## config.mk

```make
export PLATFORM = sky130hd
export DESIGN_NAME = ldsb_unit
export DESIGN_NICKNAME = d
export VERILOG_FILES = /design/src/rtl/ldsb_pkg.sv /design/src/rtl/ldsb_scoreboard.sv /design/src/rtl/ldsb_missbuf.sv /design/src/rtl/ldsb_unit.sv
export SDC_FILE = /design/constraint.sdc
export NUM_CORES = 1
export LEC_CHECK = 0
export BUFFER_PORTS_ARGS = -buffer_cell sky130_fd_sc_hd__buf_2
export CELL_PAD_IN_SITES_DETAIL_PLACEMENT = 1
export CELL_PAD_IN_SITES_GLOBAL_PLACEMENT = 2
export CORE_ASPECT_RATIO = 1.5
export CORE_MARGIN = 4
export CORE_UTILIZATION = 40
export CTS_BUF_LIST = sky130_fd_sc_hd__clkbuf_8
export CTS_CLUSTER_SIZE = 12
export DETAILED_ROUTE_END_ITERATION = 6
export PLACE_DENSITY_LB_ADDON = 0.1
export RECOVER_POWER = 100
export SKIP_LAST_GASP = 1
export SYNTH_ARGS = -nofsm -noshare
export SYNTH_HDL_FRONTEND = slang
export SYNTH_SLANG_ARGS = --single-unit
```

## constraint.sdc

```tcl
create_clock -name clk -period 3.4 [get_ports clk]
set_input_delay 0.34 -clock clk [delete_from_list [all_inputs] [get_ports clk]]
set_output_delay 0.34 -clock clk [all_outputs]
set_load 0.02 [all_outputs]
```

## src/rtl/ldsb_pkg.sv

```systemverilog
package ldsb_pkg;
    typedef enum logic [1:0] {
        WB_NONE = 2'd0,
        WB_FILL = 2'd1,
        WB_SKID = 2'd2,
        WB_HIT  = 2'd3
    } wb_src_e;
endpackage

```

## src/rtl/ldsb_scoreboard.sv

```systemverilog
module ldsb_scoreboard #(
    parameter int NREG = 32,
    localparam int RW = $clog2(NREG)
) (
    input  logic          clk,
    input  logic          rst_n,
    input  logic [RW-1:0] rs1,
    input  logic [RW-1:0] rs2,
    input  logic [RW-1:0] rd,
    input  logic          rd_chk,
    input  logic          set_en,
    input  logic [RW-1:0] set_rd,
    input  logic          clr_en,
    input  logic [RW-1:0] clr_rd,
    output logic          hazard
);
    typedef struct packed {
        logic [NREG-1:0] busy;
    } st_t;

    st_t s_q, s_d;

    always_comb begin
        s_d    = s_q;
        hazard = s_q.busy[rs1] || s_q.busy[rs2] || (rd_chk && s_q.busy[rd]);
        if (clr_en) s_d.busy[clr_rd] = 1'b0;
        if (set_en) s_d.busy[set_rd] = 1'b1;
    end

    always_ff @(posedge clk or negedge rst_n) begin
        if (!rst_n) s_q <= '0;
        else        s_q <= s_d;
    end

    AST_SET_FREE_REG: assert property (@(posedge clk) disable iff (!rst_n)
        set_en |-> !s_q.busy[set_rd]);
    AST_CLR_HELD_REG: assert property (@(posedge clk) disable iff (!rst_n)
        clr_en |-> s_q.busy[clr_rd]);
    AST_CLR_RELEASES: assert property (@(posedge clk) disable iff (!rst_n)
        clr_en |=> !s_q.busy[$past(clr_rd)]);
endmodule

```

## src/rtl/ldsb_missbuf.sv

```systemverilog
module ldsb_missbuf #(
    parameter int ENTRIES = 4,
    parameter int TGTS    = 2,
    parameter int LINE_W  = 26,
    parameter int DATA_W  = 32,
    parameter int WORDS   = 4,
    parameter int NREG    = 32,
    localparam int RW     = $clog2(NREG),
    localparam int ID_W   = $clog2(ENTRIES),
    localparam int OFF_W  = $clog2(WORDS),
    localparam int TS_W   = (TGTS > 1) ? $clog2(TGTS) : 1
) (
    input  logic                    clk,
    input  logic                    rst_n,
    input  logic [LINE_W-1:0]       lk_line,
    output logic                    lk_match,
    output logic                    lk_full,
    output logic                    lk_free,
    output logic [ID_W-1:0]         lk_free_id,
    input  logic                    tk_en,
    input  logic [RW-1:0]           tk_rd,
    input  logic [OFF_W-1:0]        tk_word,
    input  logic                    fl_valid,
    input  logic [ID_W-1:0]         fl_id,
    input  logic [WORDS*DATA_W-1:0] fl_data,
    output logic                    dr_valid,
    output logic [RW-1:0]           dr_rd,
    output logic [DATA_W-1:0]       dr_data
);
    typedef struct packed {
        logic                              v;
        logic                              f;
        logic [LINE_W-1:0]                 line;
        logic [WORDS-1:0][DATA_W-1:0]      data;
        logic [TGTS-1:0]                   tv;
        logic [TGTS-1:0][RW-1:0]           trd;
        logic [TGTS-1:0][OFF_W-1:0]        twd;
    } ent_t;

    typedef struct packed {
        ent_t [ENTRIES-1:0] e;
    } st_t;

    st_t              s_q, s_d;
    logic [ID_W-1:0]  mid, de;
    logic [TS_W-1:0]  ms, dt;

    always_comb begin
        s_d        = s_q;
        lk_match   = 1'b0;
        mid        = '0;
        lk_free    = 1'b0;
        lk_free_id = '0;
        ms         = '0;
        dr_valid   = 1'b0;
        de         = '0;
        dt         = '0;

        for (int e = 0; e < ENTRIES; e++) begin
            if (s_q.e[e].v && !s_q.e[e].f && s_q.e[e].line == lk_line) begin
                lk_match = 1'b1;
                mid      = ID_W'(e);
            end
        end
        for (int e = ENTRIES - 1; e >= 0; e--) begin
            if (!s_q.e[e].v) begin
                lk_free    = 1'b1;
                lk_free_id = ID_W'(e);
            end
            if (s_q.e[e].v && s_q.e[e].f && |s_q.e[e].tv) begin
                dr_valid = 1'b1;
                de       = ID_W'(e);
            end
        end
        for (int t = TGTS - 1; t >= 0; t--) begin
            if (!s_q.e[mid].tv[t]) ms = TS_W'(t);
            if (s_q.e[de].tv[t])   dt = TS_W'(t);
        end
        lk_full = lk_match && (&s_q.e[mid].tv);
        dr_rd   = s_q.e[de].trd[dt];
        dr_data = s_q.e[de].data[s_q.e[de].twd[dt]];

        if (dr_valid) begin
            s_d.e[de].tv[dt] = 1'b0;
            if (s_d.e[de].tv == '0) s_d.e[de].v = 1'b0;
        end
        if (fl_valid) begin
            s_d.e[fl_id].f    = 1'b1;
            s_d.e[fl_id].data = fl_data;
        end
        if (tk_en) begin
            if (lk_match) begin
                s_d.e[mid].tv[ms]  = 1'b1;
                s_d.e[mid].trd[ms] = tk_rd;
                s_d.e[mid].twd[ms] = tk_word;
            end else begin
                s_d.e[lk_free_id].v      = 1'b1;
                s_d.e[lk_free_id].f      = 1'b0;
                s_d.e[lk_free_id].line   = lk_line;
                s_d.e[lk_free_id].tv     = TGTS'(1);
                s_d.e[lk_free_id].trd[0] = tk_rd;
                s_d.e[lk_free_id].twd[0] = tk_word;
            end
        end
    end

    always_ff @(posedge clk or negedge rst_n) begin
        if (!rst_n) s_q <= '0;
        else        s_q <= s_d;
    end

    AST_FILL_WAITING: assert property (@(posedge clk) disable iff (!rst_n)
        fl_valid |-> (s_q.e[fl_id].v && !s_q.e[fl_id].f));
    AST_TAKE_ROOM: assert property (@(posedge clk) disable iff (!rst_n)
        tk_en |-> ((lk_match && !lk_full) || (!lk_match && lk_free)));
    AST_LAST_DRAIN_FREES: assert property (@(posedge clk) disable iff (!rst_n)
        (dr_valid && $countones(s_q.e[de].tv) == 1) |=> !s_q.e[$past(de)].v);
endmodule

```

## src/rtl/ldsb_unit.sv

```systemverilog
module ldsb_unit
    import ldsb_pkg::*;
#(
    parameter int NREG    = 32,
    parameter int ENTRIES = 4,
    parameter int TGTS    = 2,
    parameter int LINE_W  = 26,
    parameter int DATA_W  = 32,
    parameter int WORDS   = 4,
    localparam int RW     = $clog2(NREG),
    localparam int ID_W   = $clog2(ENTRIES),
    localparam int OFF_W  = $clog2(WORDS)
) (
    input  logic                    clk,
    input  logic                    rst_n,
    input  logic                    iss_valid,
    input  logic                    iss_is_load,
    input  logic [RW-1:0]           iss_rs1,
    input  logic [RW-1:0]           iss_rs2,
    input  logic [RW-1:0]           iss_rd,
    input  logic                    iss_rd_en,
    input  logic                    iss_hit,
    input  logic [LINE_W-1:0]       iss_line,
    input  logic [OFF_W-1:0]        iss_word,
    input  logic [DATA_W-1:0]       iss_hit_data,
    input  logic                    fill_valid,
    input  logic [ID_W-1:0]         fill_id,
    input  logic [WORDS*DATA_W-1:0] fill_data,
    output logic                    iss_stall,
    output logic                    miss_req_valid,
    output logic [ID_W-1:0]         miss_req_id,
    output logic [LINE_W-1:0]       miss_req_line,
    output logic                    wb_valid,
    output logic [RW-1:0]           wb_rd,
    output logic [DATA_W-1:0]       wb_data,
    output logic [1:0]              wb_src
);
    typedef struct packed {
        logic              v;
        logic [RW-1:0]     rd;
        logic [DATA_W-1:0] data;
    } skid_t;

    typedef struct packed {
        skid_t sk;
    } st_t;

    st_t             s_q, s_d;
    logic            hazard, lk_match, lk_full, lk_free;
    logic [ID_W-1:0] lk_free_id;
    logic            dr_valid;
    logic [RW-1:0]   dr_rd;
    logic [DATA_W-1:0] dr_data;
    logic            fire, hit_fire, miss_fire;
    logic            set_en, clr_en;
    logic [RW-1:0]   set_rd, clr_rd;
    wb_src_e         src;

    always_comb begin
        s_d       = s_q;
        iss_stall = iss_valid && (hazard
                    || (iss_is_load &&  iss_hit && s_q.sk.v)
                    || (iss_is_load && !iss_hit && (lk_full || (!lk_match && !lk_free))));
        fire      = iss_valid && !iss_stall;
        hit_fire  = fire && iss_is_load &&  iss_hit;
        miss_fire = fire && iss_is_load && !iss_hit;

        miss_req_valid = miss_fire && !lk_match;
        miss_req_id    = lk_free_id;
        miss_req_line  = iss_line;

        src     = WB_NONE;
        wb_rd   = '0;
        wb_data = '0;
        if (dr_valid) begin
            src     = WB_FILL;
            wb_rd   = dr_rd;
            wb_data = dr_data;
        end else if (s_q.sk.v) begin
            src     = WB_SKID;
            wb_rd   = s_q.sk.rd;
            wb_data = s_q.sk.data;
        end else if (hit_fire) begin
            src     = WB_HIT;
            wb_rd   = iss_rd;
            wb_data = iss_hit_data;
        end
        wb_valid = (src != WB_NONE);
        wb_src   = src;

        if (s_q.sk.v && !dr_valid) s_d.sk.v = 1'b0;
        if (hit_fire && dr_valid) begin
            s_d.sk.v    = 1'b1;
            s_d.sk.rd   = iss_rd;
            s_d.sk.data = iss_hit_data;
        end

        set_en = miss_fire || (hit_fire && dr_valid);
        set_rd = iss_rd;
        clr_en = dr_valid || s_q.sk.v;
        clr_rd = dr_valid ? dr_rd : s_q.sk.rd;
    end

    always_ff @(posedge clk or negedge rst_n) begin
        if (!rst_n) s_q <= '0;
        else        s_q <= s_d;
    end

    ldsb_scoreboard #(.NREG(NREG)) u_sb (
        .clk    (clk),
        .rst_n  (rst_n),
        .rs1    (iss_rs1),
        .rs2    (iss_rs2),
        .rd     (iss_rd),
        .rd_chk (iss_rd_en || iss_is_load),
        .set_en (set_en),
        .set_rd (set_rd),
        .clr_en (clr_en),
        .clr_rd (clr_rd),
        .hazard (hazard)
    );

    ldsb_missbuf #(
        .ENTRIES (ENTRIES),
        .TGTS    (TGTS),
        .LINE_W  (LINE_W),
        .DATA_W  (DATA_W),
        .WORDS   (WORDS),
        .NREG    (NREG)
    ) u_mb (
        .clk        (clk),
        .rst_n      (rst_n),
        .lk_line    (iss_line),
        .lk_match   (lk_match),
        .lk_full    (lk_full),
        .lk_free    (lk_free),
        .lk_free_id (lk_free_id),
        .tk_en      (miss_fire),
        .tk_rd      (iss_rd),
        .tk_word    (iss_word),
        .fl_valid   (fill_valid),
        .fl_id      (fill_id),
        .fl_data    (fill_data),
        .dr_valid   (dr_valid),
        .dr_rd      (dr_rd),
        .dr_data    (dr_data)
    );

    AST_SKID_EMPTIES: assert property (@(posedge clk) disable iff (!rst_n)
        (s_q.sk.v && !dr_valid) |=> !s_q.sk.v);
    AST_MISS_REQ_ISSUES: assert property (@(posedge clk) disable iff (!rst_n)
        miss_req_valid |-> (iss_valid && !iss_stall));
    AST_HIT_WRITES_NOW: assert property (@(posedge clk) disable iff (!rst_n)
        (hit_fire && !s_q.sk.v && !dr_valid) |-> (wb_valid && wb_rd == iss_rd));
    AST_FILL_OWNS_PORT: assert property (@(posedge clk) disable iff (!rst_n)
        dr_valid |-> (wb_src == 2'd1));
endmodule

```

==> results of run 1 <==
sequential cells by signal, indices dropped and copies added, names as in the netlist:
| register | cells |
|---|---|
| s_q | 38 |
| u_mb.s_q | 688 |
| u_sb.s_q | 32 |
worst max-delay path, stage by stage, from the launching register on:
cell,delay (ns)
dfrtp_1,0.40
mux4_2,0.47
a22o_1,0.22
a221o_1,0.36
a311oi_2,0.20
o211a_1,0.30
nand3_2,0.13
nor2_4,0.13
buf_12,0.18
buf_12,0.16
buf_12,0.13
a221oi_1,0.08
nor3_2,0.24
buf_4,0.17
cell usage in the layout, fill, tap and decap left out, types with 24 or more instances in the layout:
cell type and count:
o21ai_0 82, clkbuf_8 145, buf_4 264, a221oi_2 24, xnor2_1 33, nor2_1 33, mux2_2 703, mux4_2 48
buf_2 216, nor3_1 24, dfrtp_1 757, o22ai_1 35, nand3_1 29, a21oi_1 72, buf_12 41, buf_6 51
xor2_1 62, mux2i_1 81, inv_1 68, nand2_1 37, a221oi_1 71, a22oi_1 69, nor3_2 41, clkbuf_1 47
dlygate4sd3_1 198, a211oi_2 29
logic make-up after synthesis:
logic type	count (synthesis)
flops	758
simple gates	318
mux	843
compound gates	478
buf+inv	253
xor+xnor	102
per-stage QoR:
step	util, %	setup slack (ns)
finish	53.27	-0.9552
detailed placement	45.89	-0.3656
global placement	45.89	-0.2897
global route	53.25	-1.180
CTS	52.63	-0.9986
floorplan	-	-0.009575
metal layers:
metal  global-route usage [%]  up-vias  routed length [um]
met4                    12.15        6                6239
met1                    30.15    14350               48530
met2                    48.05      647               68080
li1                         -    11880                   -
met3                    3.834      244                4604
met5                        0        -                  34
path summary, 6_finish.rpt:
path / start / endpoint / cells past startpoint
max in group asynchronous: rst_n / u_mb.s_q[41] / 3
worst max-delay path: u_sb.s_q[23] / wb_data[6] / 13
min in group asynchronous: rst_n / u_mb.s_q[169] / 2
worst min register to register: u_mb.s_q[281] / u_mb.s_q[281] / 1
worst min-delay path: iss_line[14] / u_mb.s_q[502] / 3
worst max register to register: u_sb.s_q[23] / u_mb.s_q[318] / 14
synth_stat cells (13+ instances only):
master,instances,area share [%]
mux2i_1,84,2.3
clkbuf_1,187,2.0
nand4_1,22,0.38
o22ai_1,38,0.66
a211oi_1,37,0.77
buf_4,26,0.54
a22oi_1,69,1.4
nand2_1,42,0.44
inv_1,13,0.14
o21ai_0,85,1.2
buf_2,21,0.29
xnor2_1,38,0.93
nand2b_1,22,0.38
mux2_2,704,22
a21oi_1,81,1.1
nor4_1,26,0.45
a221oi_1,98,2.4
nand3_1,33,0.46
dfrtp_1,758,53
nor3_1,79,1.1
o211ai_1,15,0.31
xor2_1,64,1.6
nor2_1,37,0.39
mux4_2,48,3.0
layout make-up:
cell class                      instances  area (um^2)  share of cell area [%]
Sequential cell                       758        18970                   40.00
Multi-Input combinational cell       1741        17080                   36.01
Clock inverter                         70        386.6                  0.8153
Clock buffer                          145         1996                   4.208
Antenna cell                           12        30.03                 0.06332
Timing Repair Buffer                  867         7470                   15.75
Inverter                               13        48.80                  0.1029
Tap cell                             1156         1446                   3.050
power by group:
part	switching, mW	total (mW)	leakage [nW]	internal (mW)
combinational	4.06	8.30	10.4	4.24
clock	3.81	7.76	1.42	3.95
sequential	0.828	11.2	9.27	10.4
total	8.70	27.3	21.1	18.6
repair_timing:
action,CTS,global route
resized for setup,198,110
cloned,15,9
pin swaps,68,47
setup buffers,50,22
hold endpoints to repair,718,0
hold buffers,198,0
endpoints found under the setup margin,221,284
==> results.rst, run 1 <==
.. list-table::
   :header-rows: 1

   * - Metric
     - Value
   * - Yosys warning total
     - 0
   * - Clock insertion delay at the later pin of the skew report
     - 0.81 ns
   * - Main flop type after synthesis
     - dfrtp_1
   * - Number of fill cells in the layout
     - 8885
   * - Setup slack after layout
     - -0.9552 ns
   * - Antenna violations before repair
     - 15
   * - Detailed-route wire length
     - 127500 um
   * - Summed negative setup slack over all endpoints
     - -68.83 ns
   * - Overflow left after global routing
     - 0
   * - Power density of the placed cells
     - 575.9 nW/um^2
   * - First-pass GRT wire length
     - 190600 um
   * - Sequential share of the synthesized area
     - 52.74%
   * - Sum of internal, switching and leakage power
     - 27.31 mW
   * - Worst-case register-to-register setup slack
     - -0.33 ns
   * - Min Tclk post-route
     - 4.355 ns
   * - Cell area after technology mapping
     - 35960 um^2
   * - Violated checks
     - capacitance limit, slew limit, setup timing
   * - RSZ-0062 raised after global routing
     - yes
   * - Share of cells above drive strength 1
     - 48.25%
   * - Area of the core region
     - a little under 90000 um^2
   * - Achievable Freq
     - 229.6 MHz
   * - Min-delay worst type
     - input port to flop
   * - Crit path arrival time
     - 4.02 ns
   * - Per-instance average area after synthesis
     - between 10 and 15 um^2
   * - Maximum vdd drop
     - 0.3838 mV
   * - Endpoint class of the critical path
     - output pin
   * - Number of standard cells after synthesis
     - 2752
   * - Buffers on Ports
     - 281
   * - Via count of the first global-routing pass
     - 30690
   * - Total setup violations reported at the end of the flow
     - 251
   * - Wire per inst
     - 26.77 um
   * - Final Hold Viols
     - 0
   * - Share of synthesized flip-flops with an asynchronous set or reset
     - between 90% and 100%
   * - Flip-flop and latch count after synthesis
     - roughly 760
   * - Global-route usage over all layers
     - a little over a quarter
   * - Cts bufs inserted
     - 120
   * - CTS tree
     - yes
   * - CTS HTree Levels
     - 3
   * - Post-layout instance count excluding filler cells
     - 4762
   * - First-pass iteration count of the detailed router
     - 6
   * - Setup skew after layout
     - 0.04270 ns
   * - Buffers from clock root to sink, at most
     - 3
   * - Instance count after placement with tap cells included
     - 4247
   * - Effective utilization at floorplan
     - 40.40%
   * - Vertical extent of the die
     - 375.2 um
   * - Die area
     - 94870 um^2
   * - Largest family of logic cells by synthesized area
     - multiplexers
   * - Share of synthesized area spent on multiplexers
     - roughly 28%
   * - Type of origin of the critical path
     - flop
   * - Clock Pin Slew Worst Setup and Hold Paths
     - roughly 0.06 ns
   * - Area after detailed placement
     - 40850 um^2
   * - Synthesized netlist net count
     - 2964
   * - Chip Width
     - 252.8 um
   * - Worst slack on hold paths
     - roughly 0.11 ns
   * - Via count normalized by instance count
     - between 5 and 6
   * - Post-synthesis compound-gate area fraction
     - 9.247%
   * - RD Place Congestion
     - 0.8625
   * - Worst slew margin
     - -104.9%
   * - Clock sink count
     - 758
   * - Half-perimeter wire length of the detailed placement result
     - 82460 um
   * - Number of synthesized flops with an enable pin
     - 0
   * - Total number of placement rows
     - 134
   * - Synthesis-to-finish area growth
     - 31.86%
   * - Number of DRC violations after detailed routing
     - 0
   * - Outcome
     - finished with violations
   * - Maximum fanout encountered on the critical timing path
     - 8
   * - Period utilisation layout
     - 128.1%
   * - Worst slew pin tran
     - 3.074 ns
   * - Number of nets in the finished design
     - 3713
   * - Clk root buf
     - clkbuf_8
   * - Simple-gate share of the synthesized area
     - 4.822%
   * - Number of I/O pins
     - 282
   * - Final number of max-transition violations
     - 494
   * - DR iter-0 viols
     - approximately 1200
   * - Post-route cell area
     - 47420 um^2
   * - Final antenna-violating net count
     - 0
   * - Leakage
     - 21.10 nW
   * - Vias
     - around 27000
   * - XOR/XNOR Fraction of Synth Area
     - 2.484%
   * - Critical path class
     - flop to output pin
   * - Worst endpoint required time
     - 3.06 ns
   * - Number of unique standard cell types used by synthesis
     - 69
   * - # Max-Cap Violations
     - 8
   * - Adder-cell share of the synthesized area
     - 0%
   * - Maximum number of pins on one net before global-route repair
     - 96
Note: power is estimated with default switching activity, not from simulation.
==> run 2, diff against run 1 <==
--- a/config.mk
+++ b/config.mk
@@ -11,7 +11,7 @@
 export CORE_ASPECT_RATIO = 1.5
 export CORE_MARGIN = 4
 export CORE_UTILIZATION = 40
-export CTS_BUF_LIST = sky130_fd_sc_hd__clkbuf_8
+export CTS_BUF_LIST = sky130_fd_sc_hd__clkbuf_4 sky130_fd_sc_hd__clkbuf_8
 export CTS_CLUSTER_SIZE = 12
 export DETAILED_ROUTE_END_ITERATION = 6
 export PLACE_DENSITY_LB_ADDON = 0.1
==> run 2 against run 1 <==
Clock skew down 0.0015 ns. Routed wire length up 0.42%. Critical endpoint is now wb_data[16]. Clock power up 8.0%. Clock-buffer cell count up 55. First-iteration DRC count up 1.1%. Register-to-register slack better by 0.09 ns. The flow still finishes with violations (capacitance limit, slew limit, setup timing). Core utilization up 0.36 points. Via count up 0.81%. Final cell count up 0.15%.
==> results.rst, run 2 (synthesized netlist as in run 1, its figures left out) <==
.. list-table::
   :header-rows: 1

   * - Metric
     - Value
   * - Outcome
     - finished with violations
   * - Violated checks
     - capacitance limit, slew limit, setup timing
   * - Vias
     - 27340 (+0.81%)
   * - First-pass iteration count of the detailed router
     - 5 (-1)
   * - Final number of max-transition violations
     - 451 (-8.7%)
   * - Post-route cell area
     - 47740 um^2 (+0.67%)
   * - Number of nets in the finished design
     - 3717 (+0.11%)
   * - Min Tclk post-route
     - 4.418 ns (+0.06304 ns)
   * - Via count of the first global-routing pass
     - 30740 (+0.17%)
   * - Setup skew after layout
     - 0.04120 ns (-0.001506 ns)
   * - Wire per inst
     - 26.85 um (+0.28%)
   * - Most frequent standard cell in the layout excluding fill and tap cells
     - dfrtp_1
   * - Overflow left after global routing
     - 0 (unchanged)
   * - RD Place Congestion
     - 0.8625 (unchanged)
   * - Detailed-route wire length
     - 128000 um (+0.42%)
   * - Buffers from clock root to sink, at most
     - 3 (unchanged)
   * - Min-delay worst type
     - input port to flop
   * - Global-route usage over all layers
     - 26.40% (+0.13 points)
   * - Die area
     - 94870 um^2 (unchanged)
   * - Slowest cell delay on critical path
     - 0.41 ns (-0.06 ns)
   * - CTS tree
     - yes
   * - Number of DRC violations after detailed routing
     - 0 (unchanged)
   * - Share of cells above drive strength 1
     - 50.00% (+1.8 points)
   * - Routed length on met1
     - 48430 um (-0.22%)
   * - Endpoint class of the critical path
     - output pin
   * - Antenna violations before repair
     - 17 (+2)
   * - Total setup violations reported at the end of the flow
     - 253 (+0.80%)
   * - Final Hold Viols
     - 0 (unchanged)
   * - Type of origin of the critical path
     - flop
   * - Flip-flop count of the largest register, all copies and words added
     - 688 (unchanged)
   * - Clock insertion delay at the later pin of the skew report
     - 0.82 ns (about the same)
   * - Most used cells in the layout excluding fill and tap cells
     - 757 x dfrtp_1, 703 x mux2_2, 260 x buf_4
   * - Clk root buf
     - clkbuf_8
   * - Leakage
     - 21.08 nW (about the same)
   * - Setup slack after layout
     - -1.018 ns (-0.06304 ns)
   * - Cts bufs inserted
     - 120 (unchanged)
   * - Top flop regs
     - u_mb.s_q: 688 flops, s_q: 38 flops, u_sb.s_q: 32 flops
   * - RSZ-0062 raised after global routing
     - yes
   * - Critical Path Most Common Cell
     - buf_4
   * - Area of the core region
     - 89030 um^2 (unchanged)
   * - Combined buffer and inverter count along the critical path
     - 8 (+4)
   * - Half-perimeter wire length of the detailed placement result
     - 82460 um (unchanged)
   * - Period utilisation layout
     - 129.9% (+1.9 points)
   * - Worst slack on hold paths
     - 0.1051 ns (-0.004550 ns)
   * - Chip Width
     - 252.8 um (unchanged)
   * - Gate family responsible for the most delay along the worst path
     - buffers and inverters
   * - Detailed-routed wire length on met2
     - 68020 um (about the same)
   * - Maximum number of pins on one net before global-route repair
     - 96 (unchanged)
   * - Crit path arrival time
     - 4.08 ns (+0.06 ns)
   * - Met3 routed wirelength
     - 4952 um (+7.6%)
   * - Number of fill cells in the layout
     - 8866 (-0.21%)
   * - Vertical extent of the die
     - 375.2 um (unchanged)
   * - Clock sink count
     - 758 (unchanged)
   * - Clock Pin Slew Worst Setup and Hold Paths
     - 0.06 ns (about the same)
   * - Largest register by flop count
     - u_mb.s_q
   * - Worst slew pin tran
     - 3.165 ns (+0.09129 ns)
   * - # Max-Cap Violations
     - 7 (-1)
   * - Worst slew margin
     - -111.0% (-6.1 points)
   * - Via count normalized by instance count
     - 5.733 (+0.67%)
   * - Worst endpoint required time
     - 3.06 ns (about the same)
   * - First-pass GRT wire length
     - 191300 um (+0.37%)
   * - Final antenna-violating net count
     - 0 (unchanged)
   * - Buffers on Ports
     - 281 (unchanged)
   * - Total number of placement rows
     - 134 (unchanged)
   * - Worst-path cell chain
     - o211ai_1, buf_4, o211ai_1, a32o_2, nor4_2, buf_4, a21oi_4, buf_8, buf_12, buf_6, bufbuf_16, a21oi_2, a211oi_2, buf_4, nor3_4, buf_4
   * - Area after detailed placement
     - 40850 um^2 (unchanged)
   * - Critical path class
     - flop to output pin
   * - Synthesis-to-finish area growth
     - 32.74%
   * - Slowest library cell on the worst path
     - dfrtp_1
   * - Achievable Freq
     - 226.3 MHz (-1.4%)
   * - Effective utilization at floorplan
     - 40.40% (unchanged)
   * - Maximum fanout encountered on the critical timing path
     - 7 (-1)
   * - Number of I/O pins
     - 282 (unchanged)
   * - Maximum vdd drop
     - 0.3813 mV (-0.65%)
   * - DR iter-0 viols
     - 1231 (+1.1%)
   * - CTS HTree Levels
     - 3 (unchanged)
   * - Top sig layer
     - met5
   * - Power density of the placed cells
     - 586.6 nW/um^2 (+1.9%)
==> run 2: layer usage <==
metal / track usage, % / vias up
li1: - / 11880
met1: 30.16 / 14470
met2: 48.24 / 714
met3: 3.882 / 265
met4: 12.64 / 6
met5: 0 / -
==> run 2: stage by stage <==
stage	util [%]	total power [mW]	TNS (ns)	instances	setup slack (ns)
6_report	53.62	28.00	-66.81	4769	-1.018
5_1_grt	53.60	29.36	-125.72	4762	-1.152
4_1_cts	53.03	27.78	-63.08	4726	-0.9962
3_5_place_dp	45.89	18.01	-41.11	4247	-0.3656
3_3_place_gp	45.89	17.65	-37.01	4247	-0.2897
2_1_floorplan	-	15.24	-0.009575	2752	-0.009575
==> run 2: final cells by class <==
type / instances / area [um^2] / area share [%]
clock inverters: 15 / 180.2 / 0.3774
repair buffers: 871 / 7569 / 15.85
multi-input cells: 1741 / 17080 / 35.78
inverters: 13 / 48.80 / 0.1022
clock buffers: 200 / 2409 / 5.045
diodes: 15 / 37.54 / 0.07862
well taps: 1156 / 1446 / 3.030
flip-flops and latches: 758 / 18970 / 39.73
==> run 2: path summary, 6_finish.rpt <==
| kind | slack [ns] | depth (start not counted) | endpoint | from |
|---|---|---|---|---|
| max reg2reg | -0.24 | 14 | u_mb.s_q[339] | u_sb.s_q[23] |
| min in group asynchronous | 0.71 | 2 | u_mb.s_q[169] | rst_n |
| max in group asynchronous | 0.22 | 3 | u_mb.s_q[41] | rst_n |
| max | -1.02 | 16 | wb_data[16] | u_mb.s_q[186] |
| min | 0.11 | 3 | u_mb.s_q[502] | iss_line[14] |
| min reg2reg | 0.50 | 1 | u_mb.s_q[294] | u_mb.s_q[294] |
==> run 2: timing repair <==
| action | CTS | global route |
|---|---|---|
| gates resized for setup | 212 | 99 |
| pin swaps | 73 | 43 |
| hold buffers | 198 | 0 |
| buffers inserted | 51 | 21 |
| hold endpoints to repair | 725 | 0 |
| gates cloned | 18 | 7 |
| setup endpoints to repair | 218 | 282 |
==> run 2: worst min-delay path, delay by kind of cell <==
| family | cells | cell delay [ns] |
|---|---|---|
| muxes | 1 | 0.16 |
| buffers and inverters | 2 | 0.37 |
==> run 2: power by group <==
group | internal, mW | leakage, nW | switching (mW) | total [mW]
registers | 10.4 | 9.27 | 0.835 | 11.3
logic | 4.27 | 10.4 | 4.10 | 8.37
clock network | 4.55 | 1.38 | 3.82 | 8.38
==> run 3, diff against run 2 <==
--- a/config.mk
+++ b/config.mk
@@ -16,7 +16,6 @@
 export DETAILED_ROUTE_END_ITERATION = 6
 export PLACE_DENSITY_LB_ADDON = 0.1
 export RECOVER_POWER = 100
-export SKIP_LAST_GASP = 1
 export SYNTH_ARGS = -nofsm -noshare
 export SYNTH_HDL_FRONTEND = slang
 export SYNTH_SLANG_ARGS = --single-unit
==> run 3 against run 2 <==
The run still ends with capacitance limit, slew limit, setup timing left. Final cell count barely moved. Clock skew rose by 0.0015 ns. Total power barely moved. Sequential power barely moved. Clock-buffer cell count did not move. First-iteration DRC count fell by 0.57%. Cell area did not move. Non-clock buffer count fell by 2. Routed wire length barely moved. Sequential share of layout area did not move. Core utilization did not move. Fmax rose by 1.4%. Largest cell class unchanged.
==> results.rst, run 3 (synthesized netlist as in run 1, its figures left out) <==
.. list-table::
   :header-rows: 1

   * - Metric
     - Value
   * - Setup slack after placement
     - -0.3656 ns (unchanged)
   * - Critical path origin
     - u_mb.s_q[186]
   * - Number of nets in the finished design
     - 3715 (-0.054%)
   * - Setup skew after layout
     - 0.04271 ns (+0.001510 ns)
   * - Total number of placement rows
     - 134 (unchanged)
   * - Setup slack after layout
     - -0.9582 ns (+0.06011 ns)
   * - Area after detailed placement
     - 40850 um^2 (unchanged)
   * - Leakage
     - 21.07 nW (about the same)
   * - Clock insertion delay at the later pin of the skew report
     - 0.82 ns (about the same)
   * - Half-perimeter wire length of the detailed placement result
     - 82460 um (unchanged)
   * - First-pass GRT wire length
     - 191400 um (about the same)
   * - Effective utilization at floorplan
     - 40.40% (unchanged)
   * - DR iter-0 viols
     - 1224 (-0.57%)
   * - Most used cells in the layout excluding fill and tap cells
     - 757 x dfrtp_1, 703 x mux2_2, 266 x buf_4
   * - Synthesis-to-finish area growth
     - 32.74% (unchanged)
   * - Via count normalized by instance count
     - 5.721 (-0.21%)
   * - Antenna violations before repair
     - 17 (unchanged)
   * - Final antenna-violating net count
     - 0 (unchanged)
   * - Instance count after placement with tap cells included
     - 4247 (unchanged)
   * - Worst slew pin tran
     - 3.143 ns (-0.02264 ns)
   * - Post-route cell area
     - 47740 um^2 (unchanged)
   * - Clk root buf
     - clkbuf_8
   * - Power density of the placed cells
     - 586.5 nW/um^2 (about the same)
   * - Worst Hold Path EP
     - u_mb.s_q[502]
   * - Worst-case register-to-register setup slack
     - -0.26 ns (-0.02 ns)
   * - Period utilisation layout
     - 128.2% (-1.8 points)
   * - Maximum number of pins on one net before global-route repair
     - 96 (unchanged)
   * - Largest register by flop count
     - u_mb.s_q
   * - Clock Pin Slew Worst Setup and Hold Paths
     - 0.06 ns (about the same)
   * - Detailed-route wire length
     - 128000 um (about the same)
   * - Cts bufs inserted
     - 120 (unchanged)
   * - Min Tclk post-route
     - 4.358 ns (-0.06011 ns)
   * - Top flop regs
     - u_mb.s_q: 688 flops, s_q: 38 flops, u_sb.s_q: 32 flops
   * - Critical Path Most Common Cell
     - buf_4
   * - Worst R2R Path Depth
     - 14 (unchanged)
   * - Final number of max-transition violations
     - 451 (unchanged)
   * - Global-route usage over all layers
     - 26.42% (about the same)
   * - Outcome
     - finished with violations
   * - Slowest library cell on the worst path
     - dfrtp_1
   * - Die area
     - 94870 um^2 (unchanged)
   * - Buffers on Ports
     - 281 (unchanged)
   * - RD Place Congestion
     - 0.8625 (unchanged)
   * - Startpoint of the tightest hold check path
     - iss_line[14]
   * - Area of the core region
     - 89030 um^2 (unchanged)
   * - Endpoint class of the critical path
     - output pin
   * - Slowest cell delay on critical path
     - 0.41 ns (about the same)
   * - CTS tree
     - yes
   * - Vias
     - 27270 (-0.27%)
   * - Achievable Freq
     - 229.5 MHz (+1.4%)
   * - Flip-flop count of the largest register, all copies and words added
     - 688 (unchanged)
   * - Critical path class
     - flop to output pin
   * - Violated checks
     - capacitance limit, slew limit, setup timing
   * - Worst-path cell chain
     - o211a_1, buf_6, buf_4, o31ai_1, a21oi_2, a21oi_4, buf_8, buf_12, buf_16, mux4_2, a211oi_2, buf_4, nor3_2, buf_4
   * - Clock sink count
     - 758 (unchanged)
   * - Total setup violations reported at the end of the flow
     - 254 (+0.40%)
   * - Crit path arrival time
     - 4.02 ns (-0.06 ns)
   * - Via count of the first global-routing pass
     - 30730 (-0.039%)
   * - Overflow left after global routing
     - 0 (unchanged)
   * - Buffers from clock root to sink, at most
     - 3 (unchanged)
   * - Post-layout instance count excluding filler cells
     - 4766 (-0.063%)
   * - Worst slew margin
     - -109.5% (+1.5 points)
   * - Wire per inst
     - 26.85 um (about the same)
   * - # Max-Cap Violations
     - 7 (unchanged)
   * - Most frequent standard cell in the layout excluding fill and tap cells
     - dfrtp_1
   * - CTS HTree Levels
     - 3 (unchanged)
   * - Final Hold Viols
     - 0 (unchanged)
   * - Maximum vdd drop
     - 0.3821 mV (+0.20%)
   * - Number of I/O pins
     - 282 (unchanged)
   * - Number of fill cells in the layout
     - 8853 (-0.15%)
   * - First-pass iteration count of the detailed router
     - 5 (unchanged)
   * - Type of origin of the critical path
     - flop
   * - RSZ-0062 raised after global routing
     - yes
   * - Min-delay worst type
     - input port to flop
   * - FF-to-FF End
     - u_mb.s_q[339]
   * - Chip Width
     - 252.8 um (unchanged)
   * - Number of DRC violations after detailed routing
     - 0 (unchanged)
   * - Vertical extent of the die
     - 375.2 um (unchanged)
   * - Maximum fanout encountered on the critical timing path
     - 16 (+9)
   * - Share of cells above drive strength 1
     - 50.08% (+0.083 points)
   * - R2R Path Start
     - u_sb.s_q[23]
   * - Worst endpoint required time
     - 3.06 ns (about the same)
   * - Instance count along the most critical hold path
     - 3 (unchanged)
[run 3: per-stage QoR]
step | util (%) | power (mW) | hold slack [ns] | TNS (ns)
finish | 53.62 | 28.00 | 0.1044 | -64.47
global route | 53.61 | 29.37 | 0.07833 | -124.13
CTS | 53.06 | 27.81 | 0.004450 | -59.79
detailed placement | 45.89 | 18.01 | 0.4078 | -41.11
global placement | 45.89 | 17.65 | 0.3927 | -37.01
floorplan | - | 15.24 | 0.04441 | -0.009575
[run 3: cell type report]
| type | instances | area, um^2 | share of cell area (%) |
|---|---|---|---|
| flip-flops and latches | 758 | 18970 | 39.73 |
| multi-input cells | 1741 | 17100 | 35.81 |
| repair buffers | 869 | 7557 | 15.83 |
| clock buffers | 200 | 2409 | 5.045 |
| well taps | 1156 | 1446 | 3.030 |
| clock inverters | 15 | 180.2 | 0.3774 |
| inverters | 13 | 48.80 | 0.1022 |
| diodes | 14 | 35.03 | 0.07338 |
[run 3: power breakdown]
| part | leakage, nW | switching, mW | internal, mW | total (mW) |
|---|---|---|---|---|
| combinational | 10.4 | 4.10 | 4.28 | 8.38 |
| clock | 1.38 | 3.82 | 4.55 | 8.37 |
| sequential | 9.27 | 0.834 | 10.4 | 11.2 |
| total | 21.1 | 8.75 | 19.2 | 28.0 |
[run 3: worst max path at each step]
stage | endpoint | slack [ns] | cells past startpoint
floorplan | wb_data[21] | -0.01 | 14
global placement | wb_data[22] | -0.29 | 13
detailed placement | wb_data[22] | -0.37 | 13
CTS | wb_data[7] | -0.97 | 18
global route | wb_data[9] | -1.16 | 16
finish | wb_data[18] | -0.96 | 14
[run 3: what timing repair did]
item | 4_1_cts | 5_1_grt
endpoints found under the setup margin | 218 | 282
setup buffers | 51 | 19
pin swaps | 75 | 37
hold buffers | 198 | 0
resized for setup | 222 | 99
cloned | 18 | 7
hold endpoints to repair | 725 | 0
[run 3: per-layer routing]
layer / wire, um / part of all wire, % / GRT usage [%] / vias up
met2: 68400 / 53 / 48.42 / 677
li1: - / - / - / 11890
met4: 6163 / 4.8 / 12.31 / 6
met3: 4737 / 3.7 / 3.861 / 254
met5: 34 / 0.027 / 0 / -
met1: 48630 / 38 / 30.20 / 14440
[run 3: worst max-delay path: cells and delay by family, from the launching register on]
kind | cells | cell delay, ns
AOI/OAI and AO/OA | 5 | 1.22
buffers and inverters | 7 | 1.17
DFF | 1 | 0.41
muxes | 1 | 0.31
and+or+nand+nor | 1 | 0.05
